### config.mk
export PLATFORM = sky130hd
export DESIGN_NAME = sdcmd_issuer
export DESIGN_NICKNAME = d
export VERILOG_FILES = /design/src/rtl/sdcmd_pkg.sv /design/src/rtl/sdcmd_seq.sv /design/src/rtl/sdcmd_capture.sv /design/src/rtl/sdcmd_judge.sv /design/src/rtl/sdcmd_issuer.sv
export SDC_FILE = /design/constraint.sdc
export NUM_CORES = 1
export LEC_CHECK = 0
export BUFFER_PORTS_ARGS = -buffer_cell sky130_fd_sc_hd__buf_2
export CORE_ASPECT_RATIO = 1.75
export CORE_MARGIN = 2
export CORE_UTILIZATION = 50
export CTS_BUF_LIST = sky130_fd_sc_hd__clkbuf_4 sky130_fd_sc_hd__clkbuf_8
export CTS_CLUSTER_SIZE = 8
export DETAILED_ROUTE_END_ITERATION = 10
export PLACE_DENSITY = 0.87
export SYNTH_ARGS = -nofsm -noshare
export SYNTH_HDL_FRONTEND = slang
export SYNTH_SLANG_ARGS = --single-unit
export TNS_END_PERCENT = 100
### constraint.sdc
create_clock -name clk -period 1.8 [get_ports clk]
set_input_delay 0.54 -clock clk [delete_from_list [all_inputs] [get_ports clk]]
set_output_delay 0.54 -clock clk [all_outputs]
set_load 0.005 [all_outputs]
### src/rtl/sdcmd_pkg.sv
package sdcmd_pkg;
   typedef enum logic [1:0] {
      SEQ_IDLE   = 2'd0,
      SEQ_ISSUE  = 2'd1,
      SEQ_WAIT   = 2'd2,
      SEQ_FINISH = 2'd3
   } seq_state_t;

   typedef enum logic [1:0] {
      OUT_NONE = 2'd0,
      OUT_SENT = 2'd1,
      OUT_RSP  = 2'd2,
      OUT_TMO  = 2'd3
   } outcome_t;
endpackage

### src/rtl/sdcmd_seq.sv
module sdcmd_seq
   import sdcmd_pkg::*;
(
   input  logic       clk,
   input  logic       rst_n,
   input  logic       start,
   input  logic       card_done,
   input  logic       card_nores,
   output seq_state_t state,
   output logic       nores_seen
);
   seq_state_t state_nx;

   always_comb begin
      state_nx = state;
      unique case (state)
         SEQ_IDLE:   if (start) state_nx = SEQ_ISSUE;
         SEQ_ISSUE:  state_nx = SEQ_WAIT;
         SEQ_WAIT:   if (card_done || card_nores) state_nx = SEQ_FINISH;
         SEQ_FINISH: state_nx = SEQ_IDLE;
         default:    state_nx = SEQ_IDLE;
      endcase
   end

   always_ff @(posedge clk or negedge rst_n) begin
      if (!rst_n) begin
         state      <= SEQ_IDLE;
         nores_seen <= 1'b0;
      end else begin
         state <= state_nx;
         if (start && state == SEQ_IDLE)
            nores_seen <= 1'b0;
         else if (state == SEQ_WAIT && card_nores)
            nores_seen <= 1'b1;
      end
   end
endmodule

### src/rtl/sdcmd_capture.sv
module sdcmd_capture #(
   parameter int BYTE_W    = 8,
   parameter int MAX_BYTES = 16,
   parameter int CNT_W     = $clog2(MAX_BYTES + 2)
) (
   input  logic                        clk,
   input  logic                        rst_n,
   input  logic                        clear,
   input  logic                        enable,
   input  logic                        byte_vld,
   input  logic [BYTE_W-1:0]           byte_in,
   output logic [CNT_W-1:0]            cnt,
   output logic [MAX_BYTES*BYTE_W-1:0] buf_flat
);
   localparam logic [CNT_W-1:0] CNT_SAT = CNT_W'(MAX_BYTES + 1);

   if ((1 << CNT_W) <= MAX_BYTES + 1) begin : g_bad_cnt
      $error("sdcmd_capture: CNT_W too narrow for MAX_BYTES");
   end

   logic take;
   assign take = enable && byte_vld;

   always_ff @(posedge clk or negedge rst_n) begin
      if (!rst_n)
         cnt <= '0;
      else if (clear)
         cnt <= '0;
      else if (take && cnt != CNT_SAT)
         cnt <= cnt + 1'b1;
   end

   for (genvar g = 0; g < MAX_BYTES; g++) begin : g_slot
      logic [BYTE_W-1:0] slot_q;
      always_ff @(posedge clk or negedge rst_n) begin
         if (!rst_n)
            slot_q <= '0;
         else if (take && cnt == CNT_W'(g))
            slot_q <= byte_in;
      end
      assign buf_flat[g*BYTE_W +: BYTE_W] = slot_q;
   end
endmodule

### src/rtl/sdcmd_judge.sv
module sdcmd_judge
   import sdcmd_pkg::*;
#(
   parameter int BYTE_W      = 8,
   parameter int WORD_W      = 32,
   parameter int SHORT_BYTES = 4,
   parameter int LONG_BYTES  = 16,
   parameter int CNT_W       = $clog2(LONG_BYTES + 2)
) (
   input  logic                         want_rsp,
   input  logic                         want_long,
   input  logic [CNT_W-1:0]             cnt,
   input  logic [LONG_BYTES*BYTE_W-1:0] buf_flat,
   output outcome_t                     outcome,
   output logic [LONG_BYTES*BYTE_W-1:0] words_flat
);
   localparam int BPW = WORD_W / BYTE_W;
   localparam int NW  = LONG_BYTES / BPW;
   localparam int SW  = SHORT_BYTES / BPW;

   if (WORD_W % BYTE_W != 0 || LONG_BYTES % BPW != 0 || SHORT_BYTES % BPW != 0) begin : g_bad_geom
      $error("sdcmd_judge: response sizes must be whole words");
   end
   if (SHORT_BYTES >= LONG_BYTES || SHORT_BYTES == 0) begin : g_bad_len
      $error("sdcmd_judge: short response must be non-empty and shorter than long");
   end

   logic is_short, is_long;
   assign is_short = (cnt == CNT_W'(SHORT_BYTES));
   assign is_long  = (cnt == CNT_W'(LONG_BYTES));

   logic [LONG_BYTES*BYTE_W-1:0] raw;

   for (genvar w = 0; w < NW; w++) begin : g_word
      for (genvar b = 0; b < BPW; b++) begin : g_byte
         assign raw[w*WORD_W + WORD_W - BYTE_W*(b+1) +: BYTE_W] =
            buf_flat[(w*BPW + b)*BYTE_W +: BYTE_W];
      end
      if (w == NW - 1) begin : g_last
         assign words_flat[w*WORD_W +: WORD_W] =
            is_long ? {raw[w*WORD_W + 1 +: WORD_W - 1], 1'b0} : '0;
      end else if (w >= SW) begin : g_upper
         assign words_flat[w*WORD_W +: WORD_W] =
            is_long ? raw[w*WORD_W +: WORD_W] : '0;
      end else begin : g_lower
         assign words_flat[w*WORD_W +: WORD_W] = raw[w*WORD_W +: WORD_W];
      end
   end

   always_comb begin
      if (!want_rsp)
         outcome = OUT_SENT;
      else if (is_long || (is_short && !want_long))
         outcome = OUT_RSP;
      else
         outcome = OUT_TMO;
   end
endmodule

### src/rtl/sdcmd_issuer.sv
module sdcmd_issuer
   import sdcmd_pkg::*;
#(
   parameter int IDX_W       = 6,
   parameter int ARG_W       = 32,
   parameter int CMD_W       = 11,
   parameter int RSP_BIT     = 6,
   parameter int LONG_BIT    = 7,
   parameter int EN_BIT      = 10,
   parameter int BYTE_W      = 8,
   parameter int WORD_W      = 32,
   parameter int SHORT_BYTES = 4,
   parameter int LONG_BYTES  = 16
) (
   input  logic                         clk,
   input  logic                         rst_n,
   input  logic                         cmd_wr,
   input  logic [CMD_W-1:0]             cmd_wdata,
   input  logic                         arg_wr,
   input  logic [ARG_W-1:0]             arg_wdata,
   output logic [CMD_W-1:0]             cmd_q,
   output logic                         cmd_active,
   output logic                         card_req,
   output logic [IDX_W-1:0]             card_idx,
   output logic [ARG_W-1:0]             card_arg,
   input  logic                         card_byte_vld,
   input  logic [BYTE_W-1:0]            card_byte,
   input  logic                         card_done,
   input  logic                         card_nores,
   output logic [LONG_BYTES*BYTE_W-1:0] rsp_words,
   output logic                         evt_sent,
   output logic                         evt_rsp,
   output logic                         evt_tmo
);
   localparam int CNT_W = $clog2(LONG_BYTES + 2);

   if (IDX_W > CMD_W || RSP_BIT >= CMD_W || LONG_BIT >= CMD_W || EN_BIT >= CMD_W) begin : g_bad_fields
      $error("sdcmd_issuer: command fields exceed CMD_W");
   end
   if (EN_BIT != CMD_W - 1) begin : g_bad_en
      $error("sdcmd_issuer: start bit must be the top command bit");
   end

   seq_state_t                  state;
   logic                        nores_seen;
   logic                        start, finish;
   logic [CNT_W-1:0]            cnt, cnt_eff;
   logic [LONG_BYTES*BYTE_W-1:0] buf_flat, words_nx;
   outcome_t                    outcome;
   logic [ARG_W-1:0]            arg_q;

   assign cmd_active = (state != SEQ_IDLE);
   assign start      = cmd_wr && !cmd_active && cmd_wdata[EN_BIT];
   assign finish     = (state == SEQ_FINISH);
   assign card_req   = (state == SEQ_ISSUE);
   assign card_idx   = cmd_q[IDX_W-1:0];
   assign card_arg   = arg_q;
   assign cnt_eff    = nores_seen ? '0 : cnt;

   sdcmd_seq u_seq (
      .clk        (clk),
      .rst_n      (rst_n),
      .start      (start),
      .card_done  (card_done),
      .card_nores (card_nores),
      .state      (state),
      .nores_seen (nores_seen)
   );

   sdcmd_capture #(
      .BYTE_W    (BYTE_W),
      .MAX_BYTES (LONG_BYTES),
      .CNT_W     (CNT_W)
   ) u_capture (
      .clk      (clk),
      .rst_n    (rst_n),
      .clear    (start),
      .enable   (state == SEQ_WAIT),
      .byte_vld (card_byte_vld),
      .byte_in  (card_byte),
      .cnt      (cnt),
      .buf_flat (buf_flat)
   );

   sdcmd_judge #(
      .BYTE_W      (BYTE_W),
      .WORD_W      (WORD_W),
      .SHORT_BYTES (SHORT_BYTES),
      .LONG_BYTES  (LONG_BYTES),
      .CNT_W       (CNT_W)
   ) u_judge (
      .want_rsp   (cmd_q[RSP_BIT]),
      .want_long  (cmd_q[LONG_BIT]),
      .cnt        (cnt_eff),
      .buf_flat   (buf_flat),
      .outcome    (outcome),
      .words_flat (words_nx)
   );

   always_ff @(posedge clk or negedge rst_n) begin
      if (!rst_n) begin
         cmd_q <= '0;
         arg_q <= '0;
      end else begin
         if (cmd_wr && !cmd_active)
            cmd_q <= cmd_wdata;
         else if (finish)
            cmd_q[EN_BIT] <= 1'b0;
         if (arg_wr && !cmd_active)
            arg_q <= arg_wdata;
      end
   end

   always_ff @(posedge clk or negedge rst_n) begin
      if (!rst_n) begin
         rsp_words <= '0;
         evt_sent  <= 1'b0;
         evt_rsp   <= 1'b0;
         evt_tmo   <= 1'b0;
      end else begin
         evt_sent <= finish && (outcome == OUT_SENT);
         evt_rsp  <= finish && (outcome == OUT_RSP);
         evt_tmo  <= finish && (outcome == OUT_TMO);
         if (finish && outcome == OUT_RSP)
            rsp_words <= words_nx;
      end
   end
endmodule

; ---- Word level (Yosys, flattened, before mapping)
; Cells that the tools add are included.
[totals]
rom_bits = 0
elab_cells = 106
reg_bits = 310
n_memories = 0
in_bits = 58
latch_bits = 0
ram_bits = 0
[op_classes]
add_sub_neg = 1
bitwise = 0
n_lt_le_gt_ge = 0
n_div = 0
shifts = 0
reduce_logical = 38
muxes = 15
n_mul = 0
n_eq_ne = 26
[op_table]
columns = operator, count
row1 = two-way mux 32 bit, 3
row2 = equality test 5 x 4 -> 1 bit (second input constant), 8
row3 = logical AND 1 bit, 27
row4 = equality test 5 x 3 -> 1 bit (second input constant), 5
row5 = two-way mux 5 bit, 3
row6 = equality test 5 x 2 -> 1 bit (second input constant), 2
row7 = equality test 2 bit (second input constant), 4
row8 = case mux 2 bit (4 select lines), 1
row9 = nonzero test 2 bit, 4
row10 = two-way mux 2 bit, 3
row11 = adder 5 x 1 -> 5 bit (second input constant), 1
row12 = equality test 5 x 1 -> 1 bit (second input constant), 1
row13 = equality test 5 bit (second input constant), 1
row14 = logical NOT 5 bit, 1
row15 = two-way mux 1 bit, 5
row16 = != test 5 bit (second input constant), 1
row17 = equality test 2 x 1 -> 1 bit (second input constant), 2
row18 = logical NOT 1 bit, 2
row19 = logical NOT 2 bit, 1
row20 = logical OR 1 bit, 2
row21 = != test 2 x 1 -> 1 bit (second input constant), 1
row22 = != test 2 bit (second input constant), 1
row23 = AND reduction 2 bit, 1

; ---- Longest topological paths before layout
; Gate-level depths: netlist of run 1.
[depth]
ltp_word = 8
mapped_depth = 8

; ---- Hierarchy
; From an unflattened synthesis of run 1, not the netlist that was laid out.
[hier_totals]
cells_unflattened = 990
area_unflattened_um2 = 14097.3
[by_module_without_submodules]
columns = mod, cells_each, instances, area_per_inst_um2
row1 = sdcmd_issuer, 392, 1, 7090.6
row2 = sdcmd_capture, 332, 1, 5386.4
row3 = sdcmd_judge, 252, 1, 1458.9
row4 = sdcmd_seq, 14, 1, 161.4

; ---- Least setup slack after synthesis of run 1
; Ideal clock, no wire load.
[synth_path]
path_kind = reg2reg
start = register u_seq.state[0]
end = register u_capture.g_slot[2].slot_q[1]
arrival_ns = 1.728
synth_period_minus_slack_ns = 1.853
path_stages_with_launch = 8
path_slack_ns = -0.053
setup_ns = 0.125
n_path_buf = 2
required_time_ns = 1.675
path_cell_list = dfrtp_1 > inv_1 > ha_1 > buf_4 > nand2_2 > or4_1 > buf_4 > mux2_4
[synth_via]
elab_chain_cells = 3
[synth_rtl]
columns = element, line
row1 = from (decl), sdcmd_seq.sv:9  ; output seq_state_t state,
row2 = from (signal assigned), sdcmd_seq.sv:30  ; state <= state_nx;
row3 = equality test 2 bit, sdcmd_issuer.sv:78  ; .enable (state == SEQ_WAIT),
row4 = logical AND 1 bit, sdcmd_capture.sv:22  ; assign take = enable && byte_vld;
row5 = logical AND 1 bit, sdcmd_capture.sv:38  ; else if (take && cnt == CNT_W'(g))
row6 = to (signal assigned), sdcmd_capture.sv:39  ; slot_q <= byte_in;
row7 = to (decl), sdcmd_capture.sv:34  ; logic [BYTE_W-1:0] slot_q;
; No other way between the ends.
; A chain may end at the register's enable or synchronous reset.

; ---- Worst setup path after layout of run 1
[layout_path]
start = register u_capture.cnt[3]
end = register rsp_words[11]
[layout_via]
elab_chain_cells = 8
elab_cells_between_ends = 9
[layout_rtl]
columns = element, line
row1 = from (decl), sdcmd_capture.sv:12  ; output logic [CNT_W-1:0] cnt,
row2 = from (signal assigned), sdcmd_capture.sv:30  ; cnt <= cnt + 1'b1;
row3 = two-way mux 5 bit (*), sdcmd_issuer.sv:58  ; assign cnt_eff = nores_seen ? '0 : cnt;
row4 = equality test 5 x 3 -> 1 bit, sdcmd_judge.sv:29  ; assign is_short = (cnt == CNT_W'(SHORT_BYTES));
row5 = logical AND 1 bit, sdcmd_judge.sv:53  ; else if (is_long || (is_short && !want_long))
row6 = logical OR 1 bit (*), sdcmd_judge.sv:53
row7 = two-way mux 1 bit (*), sdcmd_judge.sv:53
row8 = two-way mux 2 bit (*), sdcmd_judge.sv:51  ; if (!want_rsp)
row9 = equality test 2 bit (*), sdcmd_issuer.sv:124  ; if (finish && outcome == OUT_RSP)
row10 = logical AND 1 bit (*), sdcmd_issuer.sv:124
row11 = to (signal assigned), sdcmd_issuer.sv:125  ; rsp_words <= words_nx;
row12 = to (decl), sdcmd_issuer.sv:30  ; output logic [LONG_BYTES*BYTE_W-1:0] rsp_words,
; Every way passes the cells marked *; elsewhere a longest branch is shown, timed or not.

==> metrics.log, run 1 <==
INFO  metric outcome = complete, but fails checks
INFO  metric failed_checks = negative setup slack
INFO  metric timing.critical_path.required = 2.24 ns
INFO  metric inserted_clock_buffers = 45
INFO  metric ys_async_sr_fraction = 100%
INFO  metric dpl.hpwl = 18800 microns
INFO  metric detailroute.wirelength.met2 = 17400 microns
INFO  metric core = 0.0232 sq mm
INFO  metric grtUsageTotal = 23.4%
INFO  metric dr_total_vias = 7868
INFO  metric drt.antenna.violating_nets = 0
INFO  metric clock_tree.htree_level_count = 2
INFO  metric cts.reportedPaths.clkPinSlew = 0.06 ns
INFO  metric netlist_instances = 745
INFO  metric synth.most_common_cell = sky130_fd_sc_hd__dfrtp_1
INFO  metric drc = 0
INFO  metric fin_crit_sh = 111%
INFO  metric grt_pass1_wl = 45700 microns
INFO  metric synth.yosys.warnings = 0
INFO  metric tritoncts = done
INFO  metric area_fraction_in_compound_gates_after_synthesis = 7.79%
INFO  metric ys_dominant_reg_cell = sky130_fd_sc_hd__dfrtp_1
INFO  metric power-per-cell-area = 1250 mW/mm^2
INFO  metric hold_slack = 0.209 ns
INFO  metric synth-edff-count = 0
INFO  metric die_area = 0.0249 sq mm
INFO  metric synth_mux_area_share = 19.7%
INFO  metric final_worst_slack = -0.192 ns
INFO  metric die_w = 120 microns
INFO  metric synth_xor_xnor_area_share = 0%
INFO  metric critical_path_class = register to register
INFO  metric r2r_start = u_capture.cnt[3]
INFO  metric leakage = 8.32 nW
INFO  metric mappedNetlistArea = 0.0118 sq mm
INFO  metric clock_path_buffers = 3
INFO  metric tightestPinTransition = 0.567 ns
INFO  metric cap_violations = 0
INFO  metric via_per_inst = 5.74
INFO  metric dr_iter_0_viols = 477
INFO  metric worstSetupStartpoint = u_capture.cnt[3]
INFO  metric hold_viol_final = 0
INFO  metric yosys-top-cells-area = sky130_fd_sc_hd__dfrtp_1 (65%), sky130_fd_sc_hd__mux2_2 (16%), sky130_fd_sc_hd__a22o_1 (7.1%)
INFO  metric met3RoutedLength = 1550 microns
INFO  metric grt-ovfl-total = 0
INFO  metric worstPathArrival = 2.43 ns
INFO  metric final-max-slew-violation-count = 0
INFO  metric min_period = 1.99 ns
INFO  metric max-slew-margin-rel = 62.2%
INFO  metric route.top_layer_used = met5
INFO  metric portBuffers = 238
INFO  metric main_combinational_cell_family_by_area_after_synthesis = multiplexers
INFO  metric die_height = 207 microns
INFO  metric synth_fa_ha_area_share = 0.955%
INFO  metric ios = 240
INFO  metric post-synth-top-area-cell = sky130_fd_sc_hd__dfrtp_1
INFO  metric synthDominantCellAreaShare = 65.4%
INFO  metric synth.top_cells.by_count = sky130_fd_sc_hd__dfrtp_1 (308), sky130_fd_sc_hd__mux2_2 (165), sky130_fd_sc_hd__a22o_1 (95)
INFO  metric synth.ff_latch_count = 308
INFO  metric number_of_global_route_vias_before_repair = 8216
INFO  metric synth_cell_type_count = 43
INFO  metric clk_latency = 0.56 ns
INFO  metric drt-pass1-iter-count = 5
INFO  metric drt-total-wl = 32700 microns
INFO  metric floorplan.initialDensity = 50.7%
INFO  metric met1_length = 12100 microns
INFO  metric fill_cells = 1503
INFO  metric path_category_of_the_worst_min_delay_check = primary input to register
INFO  metric std_cell_rows = 74
INFO  metric setup_violations = 202
INFO  metric synth_nets = 812
INFO  metric fraction_of_layout_cells_with_a_size_suffix_above_1 = 58.7%
INFO  metric ys_seq_area_share = 65.4%
INFO  metric clock-sinks = 308
INFO  metric path_max_fanout = 9
INFO  metric reg2regPathDepth = 6
INFO  metric clock_skews = 0.0200 ns
INFO  metric antenna_violations_before_repair = 1
INFO  metric maxClockFrequency = 0.502 GHz
INFO  metric clock_tree.root_cell = sky130_fd_sc_hd__clkbuf_8
INFO  metric syn_area_per_cell = 15.8 sq um
INFO  metric worstReg2RegEnd = rsp_words[11]
INFO  metric finish.net_count = 1123
INFO  metric setup_repair_after_global_routing_missed_its_margin = yes
INFO  metric dp_worst_setup_slack = -0.0972 ns
INFO  metric post_drt_wl_per_cell = 23.8 microns
INFO  metric ir_drop_worst_case_vdd = 940 uV
INFO  metric gp_congestion = 0.894
INFO  metric grt_max_degree = 56
INFO  metric crit_end = rsp_words[11]
INFO  metric r2r_setup_slack = -0.19 ns
INFO  metric crit_path_start_kind = register
INFO  metric simple_gate_portion_of_the_synthesized_area = 3.05%
INFO  metric area_growth_syn_to_layout = 32.8%
INFO  metric worstSetupEndpointType = register
metrics by stage:
stage          instances  utilization (%)  cell area [sq um]  power (W)  setup TNS (ns)
2_1_floorplan        745                -              11800     0.0113         -0.0989
3_3_place_gp        1280             58.9              13700     0.0130          -0.447
3_5_place_dp        1280             58.9              13700     0.0132           -2.85
4_1_cts             1349             63.6              14800     0.0187           -1.88
5_1_grt             1369             67.4              15700     0.0204          -27.13
6_report            1370             67.4              15700     0.0195          -19.00
worst min path at each step:
stage / startpoint / cells after the start / to
2_1_floorplan: rst_n / 0 / card_arg[0]
3_3_place_gp: u_capture.g_slot[1].slot_q[4] / 1 / rsp_words[20]
3_5_place_dp: rst_n / 1 / u_capture.g_slot[0].slot_q[5]
4_1_cts: arg_wdata[9] / 2 / card_arg[9]
5_1_grt: arg_wdata[30] / 2 / card_arg[30]
6_report: arg_wdata[12] / 2 / card_arg[12]
final cells by class:
class / instances / area [sq um] / share of cell area, %
diodes: 1 / 2.50 / 0.0160
clock buffers: 55 / 732 / 4.68
multi-input cells: 373 / 4330 / 27.6
well taps: 304 / 380 / 2.43
repair buffers: 320 / 2460 / 15.7
clock inverters: 1 / 7.51 / 0.0480
inverters: 8 / 40.0 / 0.256
flip-flops and latches: 308 / 7710 / 49.2
state kept, by name, indices dropped and copies added, names as in the netlist:
name                     flops
rsp_words                  127
u_capture.g_slot.slot_q    127
card_arg                    32
cmd_q                       11
u_capture.cnt                5
u_seq.state                  2
evt_rsp                      1
evt_sent                     1
evt_tmo                      1
u_seq.nores_seen             1
critical path, stage by stage (launching register included):
cell,delay [ns]
sky130_fd_sc_hd__dfrtp_2,0.48
sky130_fd_sc_hd__nor4_4,0.30
sky130_fd_sc_hd__buf_4,0.18
sky130_fd_sc_hd__o2111ai_4,0.18
sky130_fd_sc_hd__clkbuf_16,0.27
sky130_fd_sc_hd__buf_12,0.16
sky130_fd_sc_hd__mux2_4,0.30
routing by layer:
layer / up-vias / global-route usage [%]
li1: 3299 / -
met2: 320 / 40.8
met4: 2 / 11.4
met1: 4139 / 27.6
met5: - / 0
met3: 108 / 4.27
report_power, final:
part | switching, W | total [W] | internal (W) | leakage (nW)
clock | 0.00247 | 0.00505 | 0.00259 | 0.385
sequential | 0.000876 | 0.00909 | 0.00821 | 4.15
combinational | 0.00228 | 0.00537 | 0.00309 | 3.78
total | 0.00562 | 0.0195 | 0.0139 | 8.32
cells in the final DEF, fill, tap and decap left out, types with 3 or more instances in the layout:
cell	Yosys	final
sky130_fd_sc_hd__buf_6	5	13
sky130_fd_sc_hd__nand3_1	8	3
sky130_fd_sc_hd__a22o_1	95	95
sky130_fd_sc_hd__buf_12	0	19
sky130_fd_sc_hd__nand3_4	0	4
sky130_fd_sc_hd__a21oi_1	5	4
sky130_fd_sc_hd__and3_4	0	4
sky130_fd_sc_hd__o21ai_0	6	6
sky130_fd_sc_hd__clkbuf_4	0	4
sky130_fd_sc_hd__buf_16	0	7
sky130_fd_sc_hd__dfrtp_1	308	306
sky130_fd_sc_hd__buf_8	0	3
sky130_fd_sc_hd__buf_2	16	236
sky130_fd_sc_hd__buf_4	17	30
sky130_fd_sc_hd__nor2_2	4	3
sky130_fd_sc_hd__clkbuf_16	0	11
sky130_fd_sc_hd__mux2_2	165	93
sky130_fd_sc_hd__clkbuf_8	0	51
sky130_fd_sc_hd__inv_1	8	3
sky130_fd_sc_hd__nand2_1	7	6
sky130_fd_sc_hd__ha_4	0	7
sky130_fd_sc_hd__mux2_4	13	109
logic make-up after synthesis:
group / Yosys count
DFF: 308
AOI/OAI and AO/OA: 110
muxes: 202
other: 1
and+or+nand+nor: 51
buffers and inverters: 64
adders and majority gates: 9
repair_timing:
item / CTS / global route
endpoints found under the hold margin: 32 / 0
pin swaps: 7 / 53
hold buffers: 1 / 0
setup endpoints to repair: 133 / 255
gates resized for setup: 47 / 131
cloned: 4 / 14
setup buffers: 8 / 9
Note: power is estimated with default switching activity, not from simulation.
==> inputs of run 2 (changes only) <==
--- a/config.mk
+++ b/config.mk
@@ -12,7 +12,7 @@
 export CTS_BUF_LIST = sky130_fd_sc_hd__clkbuf_4 sky130_fd_sc_hd__clkbuf_8
 export CTS_CLUSTER_SIZE = 8
 export DETAILED_ROUTE_END_ITERATION = 10
-export PLACE_DENSITY = 0.87
+export PLACE_DENSITY = 0.85
 export SYNTH_ARGS = -nofsm -noshare
 export SYNTH_HDL_FRONTEND = slang
 export SYNTH_SLANG_ARGS = --single-unit
==> run 2 against run 1 <==
The flow still finishes with violations (negative setup slack). Routed wire length is 2.2% higher. Core utilization up 0.61 points. Combinational power increased by 3%. Cell area increased by 0.91%. First-iteration DRC count fell by 13%. Count of clock-buffer cells in the layout grew 1. Critical path depth down 1. Largest cell class unchanged. Clock skew increased by 0.0052 ns. Largest power group unchanged.
==> metrics.log, run 2 (same netlist as run 1, synthesis figures left out) <==
INFO  metric postPlaceCellArea = 0.0137 sq mm (about the same)
INFO  metric worstSetupEndpointType = register (unchanged)
INFO  metric setup_violations = 229 (was 202)
INFO  metric area_growth_syn_to_layout = 34.0% (was 32.8%)
INFO  metric final_worst_slack = -0.170 ns (was -0.192 ns)
INFO  metric worstPathArrival = 2.42 ns (was 2.43 ns)
INFO  metric clock_skews = 0.0251 ns (was 0.0200 ns)
INFO  metric finish.net_count = 1129 (was 1123)
INFO  metric critical_path_class = register to register (unchanged)
INFO  metric grtUsageTotal = 25.1% (was 23.4%)
INFO  metric failed_checks = negative setup slack (unchanged)
INFO  metric clk_latency = 0.58 ns (was 0.56 ns)
INFO  metric final-max-slew-violation-count = 0 (unchanged)
INFO  metric crit_path_cell_trace = nor4_4 > o2111ai_4 > buf_12 > buf_12 > mux2_4 (was nor4_4 > buf_4 > o2111ai_4 > clkbuf_16 > buf_12 > mux2_4)
INFO  metric ios = 240 (unchanged)
INFO  metric path_max_fanout = 8 (was 9)
INFO  metric core = 0.0232 sq mm (unchanged)
INFO  metric gp_congestion = 0.900 (was 0.894)
INFO  metric fin_crit_sh = 109% (was 111%)
INFO  metric total_power = 0.0197 W (was 0.0195 W)
INFO  metric critical_path.slowest_cell = sky130_fd_sc_hd__dfrtp_2 (unchanged)
INFO  metric fraction_of_layout_cells_with_a_size_suffix_above_1 = 59.5% (was 58.7%)
INFO  metric tritoncts = done (unchanged)
INFO  metric clock_path_buffers = 3 (unchanged)
INFO  metric critPathBufInv = 2 (was 3)
INFO  metric clock_tree.htree_level_count = 2 (unchanged)
INFO  metric std_cell_rows = 74 (unchanged)
INFO  metric die_w = 120 microns (unchanged)
INFO  metric die_area = 0.0249 sq mm (unchanged)
INFO  metric clock-sinks = 308 (unchanged)
INFO  metric drt-total-wl = 33400 microns (was 32700 microns)
INFO  metric inserted_clock_buffers = 45 (unchanged)
INFO  metric dr_iter_0_viols = 414 (was 477)
INFO  metric drt-pass1-iter-count = 4 (was 5)
INFO  metric power-per-cell-area = 1250 mW/mm^2 (about the same)
INFO  metric final_cell_mix = sky130_fd_sc_hd__dfrtp_1 (305), sky130_fd_sc_hd__buf_2 (235), sky130_fd_sc_hd__mux2_4 (129) (was sky130_fd_sc_hd__dfrtp_1 (306), sky130_fd_sc_hd__buf_2 (236), sky130_fd_sc_hd__mux2_4 (109))
INFO  metric grt_max_degree = 51 (was 56)
INFO  metric dpl.hpwl = 18800 microns (about the same)
INFO  metric path_category_of_the_worst_min_delay_check = primary input to register (unchanged)
INFO  metric ir_drop_worst_case_vdd = 823 uV (was 940 uV)
INFO  metric floorplan.initialDensity = 50.7% (unchanged)
INFO  metric antenna_violations_before_repair = 2 (was 1)
INFO  metric crit_path_start_kind = register (unchanged)
INFO  metric post_drt_wl_per_cell = 24.2 microns (was 23.8 microns)
INFO  metric number_of_global_route_vias_before_repair = 8618 (was 8216)
INFO  metric clock_tree.root_cell = sky130_fd_sc_hd__clkbuf_8 (unchanged)
INFO  metric cap_violations = 0 (unchanged)
INFO  metric cts.reportedPaths.clkPinSlew = 0.06 ns (about the same)
INFO  metric grt_pass1_wl = 48500 microns (was 45700 microns)
INFO  metric layout.cells.most_common = sky130_fd_sc_hd__dfrtp_1 (unchanged)
INFO  metric leakage = 8.37 nW (was 8.32 nW)
INFO  metric min_period = 1.97 ns (was 1.99 ns)
INFO  metric dominant_delay_contributor_by_cell_family_on_the_critical_path = flip-flops (was buffers and inverters)
INFO  metric drc = 0 (unchanged)
INFO  metric max-slew-margin-rel = 61.7% (was 62.2%)
INFO  metric setup_repair_after_global_routing_missed_its_margin = yes (unchanged)
INFO  metric outcome = complete, but fails checks (unchanged)
INFO  metric cpPeakStageDelay = 0.45 ns (was 0.48 ns)
INFO  metric drt.antenna.violating_nets = 0 (unchanged)
INFO  metric hold_viol_final = 0 (unchanged)
INFO  metric cpMostUsedCell = sky130_fd_sc_hd__buf_12
INFO  metric die_height = 207 microns (unchanged)
INFO  metric tightestPinTransition = 0.575 ns (was 0.567 ns)
INFO  metric grt-ovfl-total = 0 (unchanged)
INFO  metric dr_total_vias = 7790 (was 7868)
INFO  metric timing.setup.tns = -18.13 ns (was -19.00 ns)
INFO  metric timing.critical_path.required = 2.25 ns (was 2.24 ns)
INFO  metric portBuffers = 238 (unchanged)
INFO  metric maxClockFrequency = 0.508 GHz (was 0.502 GHz)
INFO  metric via_per_inst = 5.66 (was 5.74)
INFO  metric post-route-cell-area = 0.0158 sq mm (was 0.0157 sq mm)
-- run 2: cell types whose count changed in the layout (fill, tap and decap cells not counted), moves of 2 or more --
cell / previous run / this run
sky130_fd_sc_hd__mux2_2: 93 / 73
sky130_fd_sc_hd__clkbuf_4: 4 / 6
sky130_fd_sc_hd__inv_2: 2 / 4
sky130_fd_sc_hd__nand2_1: 6 / 4
sky130_fd_sc_hd__buf_8: 3 / 5
sky130_fd_sc_hd__clkbuf_16: 11 / 6
sky130_fd_sc_hd__nor2_2: 3 / 5
sky130_fd_sc_hd__nor2_4: 2 / 0
sky130_fd_sc_hd__buf_16: 7 / 9
sky130_fd_sc_hd__buf_6: 13 / 20
sky130_fd_sc_hd__mux2_4: 109 / 129
sky130_fd_sc_hd__inv_4: 2 / 0
-- run 2: power by group --
group          switching, W  internal (W)
logic               0.00231       0.00322
registers          0.000874       0.00821
clock network       0.00253       0.00259
-- run 2: repair_timing --
action,in CTS,in global routing
endpoints found under the setup margin,229,263
setup buffers,18,8
cloned,10,8
hold buffers,1,0
gates resized for setup,92,136
pin swaps,31,91
endpoints found under the hold margin,35,0
-- run 2: layout make-up --
cell class	count	area [sq um]
well taps	304	380
diodes	1	2.50
repair buffers	326	2500
inverters	8	42.5
clock inverters	1	7.51
multi-input cells	373	4420
flip-flops and latches	308	7710
fillers	1502	7440
clock buffers	56	733
-- run 2: path summary, 6_finish.rpt --
kind	startpoint	cells after the start	to	slack (ns)
max	u_capture.cnt[0]	5	rsp_words[14]	-0.17
min	cmd_wdata[5]	2	cmd_q[5]	0.20
max in group asynchronous	rst_n	3	rsp_words[123]	0.66
min in group asynchronous	rst_n	2	rsp_words[0]	0.50
max reg2reg	u_capture.cnt[0]	5	rsp_words[14]	-0.17
min reg2reg	u_capture.g_slot[13].slot_q[1]	1	rsp_words[113]	0.49
-- run 2: metrics by stage --
step                worst slack [ns]  hold slack [ns]  util, %  cells
finish                        -0.170            0.202     68.0   1377
global route                  -0.257            0.166     68.0   1376
CTS                           -0.198            0.162     65.4   1371
detailed placement            -0.165            0.472     59.0   1285
global placement             -0.0508            0.463     59.0   1285
floorplan                   -0.00911            0.244        -    745
-- run 2: per-layer routing --
layer	up-vias	GRT usage (%)	wire length (microns)	part of all wire [%]
met5	-	0	0	0
met2	348	44.1	18100	54
met3	101	5.04	2110	6.3
met1	4037	28.5	11800	35
met4	0	13.2	1360	4.1
li1	3304	-	-	-
-- run 2: worst register-to-register path, stage by stage (launching register included) --
cell and delay [ns]:
sky130_fd_sc_hd__dfrtp_2 0.45, sky130_fd_sc_hd__nor4_4 0.40, sky130_fd_sc_hd__o2111ai_4 0.28, sky130_fd_sc_hd__buf_12 0.25, sky130_fd_sc_hd__buf_12 0.16, sky130_fd_sc_hd__mux2_4 0.31
==> inputs of run 3 (changes only) <==
--- a/config.mk
+++ b/config.mk
@@ -7,12 +7,12 @@
 export LEC_CHECK = 0
 export BUFFER_PORTS_ARGS = -buffer_cell sky130_fd_sc_hd__buf_2
 export CORE_ASPECT_RATIO = 1.75
-export CORE_MARGIN = 2
 export CORE_UTILIZATION = 50
 export CTS_BUF_LIST = sky130_fd_sc_hd__clkbuf_4 sky130_fd_sc_hd__clkbuf_8
 export CTS_CLUSTER_SIZE = 8
 export DETAILED_ROUTE_END_ITERATION = 10
 export PLACE_DENSITY = 0.85
+export SKIP_LAST_GASP = 1
 export SYNTH_ARGS = -nofsm -noshare
 export SYNTH_HDL_FRONTEND = slang
 export SYNTH_SLANG_ARGS = --single-unit
==> constraint.sdc (replaced) <==
create_clock -name clk -period 1.58 [get_ports clk]
set_input_delay 0.474 -clock clk [delete_from_list [all_inputs] [get_ports clk]]
set_output_delay 0.474 -clock clk [all_outputs]
set_load 0.005 [all_outputs]
==> run 3 against run 2 <==
The run ends with design-rule violations, negative setup slack left. Clock skew shrank 0.0066 ns. Critical path depth up 3. Global-route usage is 5.4 points higher. Cell area is 13% higher. Cell count up 13%. Sequential share of layout area shrank 5.5 points. Via count grew 16%. Routed wire length is 17% higher. Largest cell class unchanged.
==> metrics.log, run 3 (same netlist as run 1, synthesis figures left out) <==
INFO  metric outcome = complete, but fails checks (unchanged)
INFO  metric failed_checks = design-rule violations, negative setup slack (was negative setup slack)
INFO  metric drt-total-wl = 39100 microns (was 33400 microns)
INFO  metric post_drt_wl_per_cell = 25.1 microns (was 24.2 microns)
INFO  metric setup_violations = 376 (was 229)
INFO  metric crit_path_start_kind = register (unchanged)
INFO  metric worstSetupStartpoint = u_seq.nores_seen (was u_capture.cnt[0])
INFO  metric tritoncts = done (unchanged)
INFO  metric hold_slack = 0.116 ns (was 0.202 ns)
INFO  metric timing.critical_path.required = 2.09 ns (was 2.25 ns)
INFO  metric reg2regPathDepth = 8 (was 5)
INFO  metric maxClockFrequency = 0.489 GHz (was 0.508 GHz)
INFO  metric final-max-slew-violation-count = 0 (unchanged)
INFO  metric power-per-cell-area = 1370 mW/mm^2 (was 1250 mW/mm^2)
INFO  metric via_per_inst = 5.77 (was 5.66)
INFO  metric crit_end = rsp_words[109] (was rsp_words[14])
INFO  metric clock_tree.root_cell = sky130_fd_sc_hd__clkbuf_8 (unchanged)
INFO  metric layout.cells.most_common = sky130_fd_sc_hd__dfrtp_1 (unchanged)
INFO  metric std_cell_rows = 74 (unchanged)
INFO  metric dp_cells = 1294 (was 1285)
INFO  metric area_growth_syn_to_layout = 51.0% (was 34.0%)
INFO  metric dr_total_vias = 9002 (was 7790)
INFO  metric hold_start = arg_wdata[26] (was cmd_wdata[5])
INFO  metric internal_power = 0.0171 W (was 0.0140 W)
INFO  metric final-instance-count-excl-fill = 1560 (was 1377)
INFO  metric grtUsageTotal = 30.5% (was 25.1%)
INFO  metric worstSetupEndpointType = register (unchanged)
INFO  metric min_period = 2.04 ns (was 1.97 ns)
INFO  metric final_worst_slack = -0.464 ns (was -0.170 ns)
INFO  metric drt-pass1-iter-count = 8 (was 4)
INFO  metric clock_path_buffers = 3 (unchanged)
INFO  metric clock_power_share = 24.4% (was 25.9%)
INFO  metric drc = 2 (was 0)
INFO  metric path_max_fanout = 8 (unchanged)
INFO  metric clk_latency = 0.59 ns (was 0.58 ns)
INFO  metric portBuffers = 238 (unchanged)
INFO  metric power_switching_share = 29.8% (was 29.0%)
INFO  metric share_comb_of_total_power = 32.9% (was 28.0%)
INFO  metric gp_congestion = 0.847 (was 0.900)
INFO  metric hold_viol_final = 0 (unchanged)
INFO  metric max-slew-margin-rel = 58.7% (was 61.7%)
INFO  metric fill_cells = 1231 (was 1502)
INFO  metric dr_iter_0_viols = 535 (was 414)
INFO  metric grt-ovfl-total = 0 (unchanged)
INFO  metric antenna_violations_before_repair = 0 (was 2)
INFO  metric worstPathArrival = 2.55 ns (was 2.42 ns)
INFO  metric clock_skews = 0.0185 ns (was 0.0251 ns)
INFO  metric cap_violations = 0 (unchanged)
INFO  metric power_frac_seq = 42.6% (was 46.0%)
INFO  metric worstReg2RegEnd = rsp_words[109] (was rsp_words[14])
INFO  metric floorplan.initialDensity = 50.7% (unchanged)
INFO  metric diodes = 0 (was 1)
INFO  metric tightestPinTransition = 0.620 ns (was 0.575 ns)
INFO  metric path_category_of_the_worst_min_delay_check = primary input to register (unchanged)
INFO  metric grt_max_degree = 59 (was 51)
INFO  metric die_w = 118 microns (was 120 microns)
INFO  metric die_area = 0.0242 sq mm (was 0.0249 sq mm)
INFO  metric clock_tree.htree_level_count = 2 (unchanged)
INFO  metric core = 0.0232 sq mm (unchanged)
INFO  metric die_height = 205 microns (was 207 microns)
INFO  metric fraction_of_layout_cells_with_a_size_suffix_above_1 = 66.1% (was 59.5%)
INFO  metric ir_drop_worst_case_vdd = 1220 uV (was 823 uV)
INFO  metric cts.reportedPaths.clkPinSlew = 0.07 ns (was 0.06 ns)
INFO  metric r2r_start = u_seq.nores_seen (was u_capture.cnt[0])
INFO  metric critical_path_class = register to register (unchanged)
INFO  metric p_sw = 0.00724 W (was 0.00572 W)
INFO  metric ios = 240 (unchanged)
INFO  metric fin_crit_sh = 129% (was 109%)
INFO  metric r2r_setup_slack = -0.46 ns (was -0.17 ns)
INFO  metric leakage = 9.57 nW (was 8.37 nW)
INFO  metric setup_repair_after_global_routing_missed_its_margin = yes (unchanged)
INFO  metric final_cell_mix = sky130_fd_sc_hd__dfrtp_1 (305), sky130_fd_sc_hd__buf_2 (231), sky130_fd_sc_hd__buf_4 (165) (was sky130_fd_sc_hd__dfrtp_1 (305), sky130_fd_sc_hd__buf_2 (235), sky130_fd_sc_hd__mux2_4 (129))
INFO  metric grt_pass1_wl = 55200 microns (was 48500 microns)
INFO  metric dpl.hpwl = 18900 microns (was 18800 microns)
INFO  metric number_of_global_route_vias_before_repair = 9507 (was 8618)
INFO  metric finish.net_count = 1311 (was 1129)
INFO  metric drt.antenna.violating_nets = 0 (unchanged)
INFO  metric inserted_clock_buffers = 45 (unchanged)
INFO  metric clock-sinks = 308 (unchanged)
[run 3: cell count changes in the layout (fill, tap and decap cells not counted), sizes merged]
| cell | before | now |
|---|---|---|
| diode | 1 | 0 |
| clkbuf | 62 | 66 |
| buf | 319 | 498 |
| clkinv | 0 | 1 |
| clkinvlp | 1 | 0 |
| inv | 8 | 9 |
[run 3: worst min path at each step]
stage                                to  depth (start not counted)
final                      card_arg[26]                          2
after global routing           cmd_q[2]                          2
after CTS                   card_arg[3]                          2
after detailed placement  rsp_words[57]                          1
after global placement    rsp_words[57]                          1
after floorplan             card_arg[0]                          0
[run 3: critical path, cell delays in order (launching register included)]
cell and delay [ns]:
sky130_fd_sc_hd__dfrtp_1 0.44, sky130_fd_sc_hd__nor4_4 0.30, sky130_fd_sc_hd__buf_4 0.18, sky130_fd_sc_hd__buf_6 0.09, sky130_fd_sc_hd__buf_6 0.09, sky130_fd_sc_hd__and3b_4 0.37, sky130_fd_sc_hd__buf_8 0.19, sky130_fd_sc_hd__clkbuf_16 0.15
sky130_fd_sc_hd__a22o_1 0.14
[run 3: stage by stage]
stage	util [%]	worst slack (ns)	total power [W]	cell area [sq um]	TNS [ns]
6_report	76.6	-0.464	0.0243	17800	-100.90
3_5_place_dp	60.7	-0.236	0.0157	14100	-36.92
3_3_place_gp	60.7	-0.193	0.0154	14100	-29.38
4_1_cts	73.7	-0.447	0.0234	17100	-79.41
2_1_floorplan	-	-0.217	0.0133	12100	-17.40
5_1_grt	76.6	-0.480	0.0252	17800	-111.19
[run 3: metal layers]
layer	up-vias	share of wire (%)	global-route usage, %
met1	4701	35	33.1
met2	448	54	55.0
met4	0	6.6	19.6
li1	3672	-	-
met3	181	4.8	5.12
met5	-	0	0
[run 3: layout make-up]
type / count / area, sq um / share of cell area (%)
clock buffer: 57 / 722 / 4.06
clock inverter: 2 / 20.0 / 0.112
inverter: 8 / 47.5 / 0.267
multi-input combinational: 373 / 4560 / 25.6
sequential: 308 / 7710 / 43.3
tap: 304 / 380 / 2.14
timing repair buffer: 508 / 4350 / 24.5
[run 3: power groups by stage]
stage                     clock, W  combinational, W  sequential [W]
after floorplan                  0           0.00308          0.0102
after global placement           0           0.00509          0.0103
after detailed placement         0           0.00529          0.0104
after CTS                  0.00590           0.00721          0.0103
after global routing       0.00633           0.00839          0.0105
final                      0.00594           0.00801          0.0104
[run 3: timing repair]
item / 4_1_cts / 5_1_grt
cloned: 26 / 10
pin swaps: 91 / 41
hold endpoints to repair: 43 / 0
gates resized for setup: 178 / 68
hold buffers: 1 / 0
setup buffers: 113 / 80
setup endpoints to repair: 454 / 479
